[src/rtl/colscan_ctrl.sv]
module colscan_ctrl #(
  parameter int COLS     = 960,
  parameter int PADS     = 8,
  parameter int FIX_BASE = 476
) (
  input  logic                                clk,
  input  logic                                rst_n,
  input  logic                                mode_fixed,
  input  logic                                frame_done,
  output logic [$clog2(COLS/PADS)-1:0]        stripe_idx,
  output logic [PADS*$clog2(COLS)-1:0]        col_sel,
  output logic                                scan_done,
  output logic                                fast_rate
);
  localparam int STRIPES = COLS / PADS;
  localparam int SW      = $clog2(STRIPES);
  localparam int CW      = $clog2(COLS);
  localparam int LAST    = STRIPES - 1;

  logic          fixed_q;
  logic [SW-1:0] stripe_q;
  logic          done_q;

  wire switch_req = frame_done && (mode_fixed != fixed_q);
  wire at_last    = (stripe_q == SW'(LAST));

  always_ff @(posedge clk) begin
    if (!rst_n) begin
      fixed_q  <= 1'b0;
      stripe_q <= '0;
      done_q   <= 1'b0;
    end else begin
      done_q <= 1'b0;
      if (switch_req) begin
        fixed_q  <= mode_fixed;
        stripe_q <= '0;
      end else if (frame_done && !fixed_q) begin
        stripe_q <= at_last ? '0 : stripe_q + 1'b1;
        done_q   <= at_last;
      end
    end
  end

  for (genvar g = 0; g < PADS; g++) begin : g_lane
    assign col_sel[g*CW +: CW] = fixed_q ? CW'(FIX_BASE + g)
                                         : CW'(32'(stripe_q) * PADS + g);
  end

  assign stripe_idx = stripe_q;
  assign scan_done  = done_q;
  assign fast_rate  = fixed_q;
endmodule


[config.mk]
export PLATFORM = sky130hd
export DESIGN_NAME = colscan_ctrl
export DESIGN_NICKNAME = d
export VERILOG_FILES = /design/src/rtl/colscan_ctrl.sv
export SDC_FILE = /design/constraint.sdc
export NUM_CORES = 1
export LEC_CHECK = 0
export ABC_AREA = 1
export CAP_MARGIN = 15
export CORE_MARGIN = 2
export CORE_UTILIZATION = 34
export CTS_CLUSTER_DIAMETER = 60
export CTS_CLUSTER_SIZE = 30
export DETAILED_ROUTE_END_ITERATION = 8
export MAX_ROUTING_LAYER = met4
export PLACE_DENSITY_LB_ADDON = 0.3
export SKIP_CTS_REPAIR_TIMING = 1
export SYNTH_ARGS = -nofsm -noshare
export SYNTH_HDL_FRONTEND = slang
export SYNTH_SLANG_ARGS = --single-unit
[constraint.sdc]
create_clock -name clk -period 2.7 [get_ports clk]
set_input_delay 0.405 -clock clk [delete_from_list [all_inputs] [get_ports clk]]
set_output_delay 0.405 -clock clk [all_outputs]
set_load 0.01 [all_outputs]
# Yosys cells after proc, flatten, opt, wreduce, memory -nomap -nowiden
# Index checks and enable logic that the tools add are counted.
# word_totals
inputBits,4
regBits,9
wordCells,29
output_inout_bits,89
# classes
mux,9
n_addsub,8
n_reduce_logical,5
eq_ne,2
bitwise_logic,2
# op_table
cell,n
$mux W10,8
$add A10 B3 Y10 const B,4
$add A10 B2 Y10 const B,2
$add A10 B1 Y10 const B,1
$add A7 B1 Y7 const B,1
$eq A7 B7 Y1 const B,1
$mux W7,1
$reduce_or A3 Y1,1
$logic_and A1 B1 Y1,2
$not A1 Y1,2
$reduce_or A2 Y1,1
$logic_not A1 Y1,1
$ne A1 B1 Y1,1

# Longest topological paths before layout
# Gate-level depths: netlist (run 1).
# depth
word_depth,4
ltp_mapped,8
depth_no_buf,7

# Least setup slack after synthesis (run 1)
# OpenSTA, ideal clock, no wires.
# synth_path
kind,register -> output
from,register fixed_q (netlist: fast_rate)
to,output col_sel[19]
required_ns,2.295
arrival_ns,1.144
path_buffers,2
path_stages_with_launch,4
setup_slack_ns,1.151
cell_sequence,dfxtp_1 -> buf_6 -> nor2_1 -> buf_4
# synth_between
elab_chain_len,1
# synth_rtl
item,line,text
"start, declared",20,logic fixed_q;
"start signal, assigned",35,fixed_q <= mode_fixed;
$mux W10,45,assign col_sel[g*CW +: CW] = fixed_q ? CW'(FIX_BASE + g)
"end, declared",11,"output logic [PADS*$clog2(COLS)-1:0] col_sel,"
# Every way passes these cells.

# Final worst setup path (run 1)
# layout_path
from,register fixed_q (netlist: fast_rate)
to,output col_sel[27]
# Same word-level chain as after synthesis.

==> results of run 1 <==
## cell families after synthesis
group                      Yosys count  share of synthesized area, %
other                                2                        0.6931
buffers and inverters               83                         54.04
DFF                                  9                         16.63
adders and majority gates            1                         1.155
xor gates and xnor gates             1                        0.8085
and+or+nand+nor                     49                         23.09
AOI/OAI and AO/OA                    7                         3.580
## worst min-delay path, delay by kind of cell, from the launching register on
family | cells | cell delay, ps
and+or+nand+nor | 1 | 80
AOI/OAI and AO/OA | 1 | 50
DFF | 1 | 350
## layout make-up
class	count	share of cell area (%)
Multi-Input combinational cell	74	25.56
Timing Repair Buffer	76	52.50
Sequential cell	9	12.44
Inverter	13	3.886
Clock buffer	4	1.813
Tap cell	44	3.800
## cells in the final DEF (no fill, tap or decap)
| cell | netlist | routed |
|---|---|---|
| conb_1 | 2 | 16 |
| nand4_1 | 1 | 1 |
| nand3_2 | 1 | 1 |
| nand3_1 | 5 | 5 |
| inv_1 | 11 | 11 |
| inv_2 | 1 | 1 |
| o21ai_0 | 2 | 2 |
| ha_1 | 1 | 1 |
| clkbuf_1 | 0 | 1 |
| a21oi_1 | 4 | 4 |
| nor2_2 | 2 | 2 |
| o21ai_2 | 1 | 1 |
| clkdlybuf4s50_1 | 0 | 76 |
| nand2_1 | 25 | 25 |
| nor2_4 | 4 | 4 |
| nor2_1 | 9 | 9 |
| clkbuf_4 | 0 | 3 |
| dfxtp_1 | 9 | 9 |
| nand2_2 | 1 | 1 |
| xor2_1 | 1 | 1 |
| inv_8 | 1 | 1 |
| nand3_4 | 1 | 1 |
## worst paths after layout
check / start / endpoint / slack (ps) / cells past startpoint
max: fast_rate / col_sel[27] / 360 / 3
min: stripe_idx[1] / stripe_idx[1] / 520 / 2
max reg2reg: fast_rate / stripe_idx[0] / 1310 / 4
min reg2reg: stripe_idx[1] / stripe_idx[1] / 520 / 2
## registers in the layout (all words and copies together), names as in the netlist
name and cells:
fast_rate 1, scan_done 1, stripe_idx 7
## per-stage QoR
step                      worst slack, ps  utilization (%)
after floorplan                      1151                -
after global placement              700.3            46.60
after detailed placement            616.6            46.60
after CTS                           330.7            47.46
after global routing                225.5            47.46
final                               359.8            47.46
## synth_stat cells (all sizes together)
master,instances,share of area (%)
inv,13,5.2
nand3,7,4.8
conb,2,0.69
dfxtp,9,17
xor2,1,0.81
ha,1,1.2
nor2,15,8.4
o21ai,3,1.7
a21oi,4,1.8
nand2,26,9.2
nand4,1,0.58
buf,70,49
## routing by layer
metal  up-vias  wire length, um  GRT usage, %
met3         4              188         1.919
met4         0               50         7.453
met5         -                0             -
met2        51             1154         22.52
li1        424                -             -
met1       390              773         11.66
## power groups by stage
stage / clock (mW) / combinational (mW) / sequential, mW
after floorplan: 0 / 0.154 / 0.143
after global placement: 0 / 0.190 / 0.146
after detailed placement: 0 / 0.193 / 0.147
after CTS: 0.114 / 0.193 / 0.144
after global routing: 0.122 / 0.205 / 0.144
final: 0.107 / 0.191 / 0.143
==> impl_metrics.yaml, run 1 <==
yosys:
  syn_inst: 152
  ys_warn_count: 0
  syn_avg_cell_area_um2: 7.129
  netlist_area_um2: 1084
  ys_ff_latch: 9
  yosysUniqueCellTypes: 21
  ys_seq_area_share_pct: 16.63
job:
  max_cap_violations: 0
drt:
  avgViaCountPerCell: 3.950
  routedWlPerCell_um: 9.845
  vias: 869
  totalWireLength_um: 2166
  ant_nets: 0
  drc_errors: 0
  dr.pass1.iters: 4
  drtIter0Drc: 17
floorplanning:
  rows: 20
  ios: 93
  dieArea_um2: 3654
  core_um2: 3053
  initial_core_util_pct: 35.49
  die_h_um: 60.45
  die-width_um: 60.45
sta:
  holdWs_ps: 524.3
  relSlewSlack_pct: 53.88
  period_needed_ps: 2340
  drv_slew: 0
  fmax_ghz: 0.4273
  finClkSkew_ps: 6.208
  rsz0062_at_grt: "false"
  worst_pin_slew_ps: 690.8
  timing.final.crit_share_pct: 86.67
  fin_tns_setup_ps: 0
  setup_viol: 0
  hold_viol: 0
clock_network:
  cts_made_buffers: 3
  cts_tree: "yes"
  h-tree-depth: 1
  clockRootBuffer: "clkbuf_4"
  clk_pin_slew_ps: 60
  clock_latency_ps: 260
  clockBufferDepth: 2
  clock_sinks: 9
hold_path:
  min-delay-path-class: "reg -> reg"
pwr:
  powerDensity_nw_per_um2: 305.1
  p_leak_nw: 0.5824
  power.switching_uw: 145.5
  seqPwrFrac_pct: 32.5
  peakVddDrop_mv: 0.09007
  p_sw_share_pct: 32.91
  power.total_uw: 442.0
  clkPwrFrac_pct: 24.3
  comb_power_share_pct: 43.3
  p_int_uw: 296.6
worst_setup_path:
  cpMaxStageDelayCell: "dfxtp_1"
  cp-start-kind: "flip-flop"
  worstPathCellList: "inv_8 -> nand2_1 -> clkdlybuf4s50_1"
  critPathKind: "reg -> out"
  cpPeakStageDelay_ps: 770
  cp.required_ps: 2300
  end_kind: "output port"
  critical_path.top_delay_family: "flip-flops"
  crit_path_max_fanout: 13
  arrival_ps: 1940
  crit_buf_inv: 2
layout:
  multi_input_area_um2: 370.4
  ff_latch_area_um2: 180.2
  layout-drive-gt1-share_pct: 8.523
  diodes: 0
  syn2layout_area_growth_pct: 33.72
  fin_area_um2: 1449
  fillCellCount: 315
  nNetsFinal: 182
  fin_cells: 220
placement:
  placed_cell_area_um2: 1423
  gp_congestion: 0.8067
  hpwl_um: 1813
  place.port_buffers: 76
  dp_cells: 216
global_routing:
  grt_first_pass_wirelength_um: 3146
  grt_max_degree: 14
  overflow: 0
  grt_usage_pct: 12.14
  grt_pass1_vias: 721
  antenna_found_initial: 0
status:
  status: "completed"
Power figures use the tool's default switching activity.
==> inputs of run 2 (changes only) <==
- CAP_MARGIN: 15 -> not set
- PLACE_DENSITY: not set -> 0.85
- PLACE_DENSITY_LB_ADDON: 0.3 -> not set
==> impl_metrics.yaml, run 2 (synthesized netlist as in run 1, its figures left out) <==
clock_network:
  clk_pin_slew_ps: 60
  clockBufferDepth: 2
  clock_sinks: 9
  clockRootBuffer: "clkbuf_4"
  cts_made_buffers: 3
  h-tree-depth: 1
  cts_tree: "yes"
  clock_latency_ps: 260
placement:
  place.port_buffers: 76
  dp_slack_ps: 606.8
  gp_congestion: 0.8453
  hpwl_um: 1685
pwr:
  power.switching_uw: 141.0
  peakVddDrop_mv: 0.1181
  p_int_uw: 296.3
  p_sw_share_pct: 32.24
  comb_power_share_pct: 43.5
  p_leak_nw: 0.5824
  seqPwrFrac_pct: 32.7
  clkPwrFrac_pct: 23.8
  powerDensity_nw_per_um2: 301.8
sta:
  period_needed_ps: 2321
  fmax_ghz: 0.4309
  drv_slew: 0
  worst_pin_slew_ps: 661.5
  hold_viol: 0
  relSlewSlack_pct: 55.84
  rsz0062_at_grt: "false"
  setup_viol: 0
  fin_tns_setup_ps: 0
  timing.final.crit_share_pct: 85.95
  setup_ws_ps: 379.5
  finClkSkew_ps: 0.8094
worst_setup_path:
  cp.required_ps: 2300
  crit_path_max_fanout: 13
  r2r_slack_ps: 1350
  r2r_cells: 4
  critPathKind: "reg -> out"
  cp-start-kind: "flip-flop"
  end_kind: "output port"
  r2r-end: "stripe_idx[1]"
  arrival_ps: 1920
  r2r-start: "fast_rate"
drt:
  drc_errors: 0
  routedWlPerCell_um: 9.223
  totalWireLength_um: 2029
  vias: 860
  ant_nets: 0
  drtIter0Drc: 12
  avgViaCountPerCell: 3.909
  dr.pass1.iters: 4
job:
  max_cap_violations: 0
global_routing:
  grt_first_pass_wirelength_um: 2849
  grt_max_degree: 14
  grt_pass1_vias: 642
  grt_usage_pct: 10.60
  overflow: 0
  antenna_found_initial: 0
floorplanning:
  dieArea_um2: 3654
  die_h_um: 60.45
  die-width_um: 60.45
  initial_core_util_pct: 35.49
  ios: 93
  core_um2: 3053
  rows: 20
layout:
  diodes: 0
  syn2layout_area_growth_pct: 33.72
  largest_reg_flops: 7
  nNetsFinal: 182
  layout-drive-gt1-share_pct: 8.523
  final_common_cell: "clkdlybuf4s50_1"
  final_cell_mix: "clkdlybuf4s50_1 (76), nand2_1 (25), conb_1 (16)"
hold_path:
  min_to: "stripe_idx[1]"
  min-delay-path-class: "reg -> reg"
  hold_path_depth: 2
  min_from: "stripe_idx[1]"
status:
  status: "completed"
run 2: cell counts in the layout (fill, tap and decap cells not counted):
No cell type changed its count.
run 2: metal layers:
layer | wire (um) | track usage (%) | vias up
li1 | - | - | 425
met2 | 952 | 17.39 | 58
met3 | 223 | 2.559 | 2
met4 | 10 | 2.795 | 0
met1 | 842 | 13.07 | 375
met5 | 0 | - | -
run 2: power groups by stage:
stage / logic [mW] / clock network (mW) / registers (mW)
5_1_grt: 0.205 / 0.113 / 0.144
3_5_place_dp: 0.192 / 0 / 0.146
6_report: 0.190 / 0.104 / 0.143
3_3_place_gp: 0.190 / 0 / 0.146
2_1_floorplan: 0.154 / 0 / 0.143
4_1_cts: 0.192 / 0.106 / 0.143
run 2: critical path: stages (launching register included):
cell and delay [ps]:
dfxtp_1 750, inv_8 100, nand2_1 230, clkdlybuf4s50_1 580
run 2: layout make-up:
class,count,area (um^2)
clock buffers,4,26.28
repair buffers,76,760.7
flip-flops and latches,9,180.2
fillers,310,1604
well taps,44,55.05
inverters,13,56.30
multi-input cells,74,370.4
run 2: through the flow:
stage	total power [mW]	instances	hold WS, ps	instance area, um^2	util [%]
after CTS	0.4416	220	506.4	1449	47.46
after global placement	0.3363	216	488.1	1423	46.60
final	0.4373	220	503.3	1449	47.46
after global routing	0.4615	220	545.6	1449	47.46
after detailed placement	0.3385	216	497.7	1423	46.60
after floorplan	0.2966	166	509.7	1136	-
run 2: how the worst max path moves through the flow:
| stage | from | end | slack, ps |
|---|---|---|---|
| finish | fast_rate | col_sel[7] | 380 |
| global route | fast_rate | col_sel[57] | 240 |
| CTS | fast_rate | col_sel[77] | 340 |
| detailed placement | fast_rate | col_sel[77] | 610 |
| global placement | fast_rate | col_sel[47] | 670 |
| floorplan | fast_rate | col_sel[19] | 1150 |
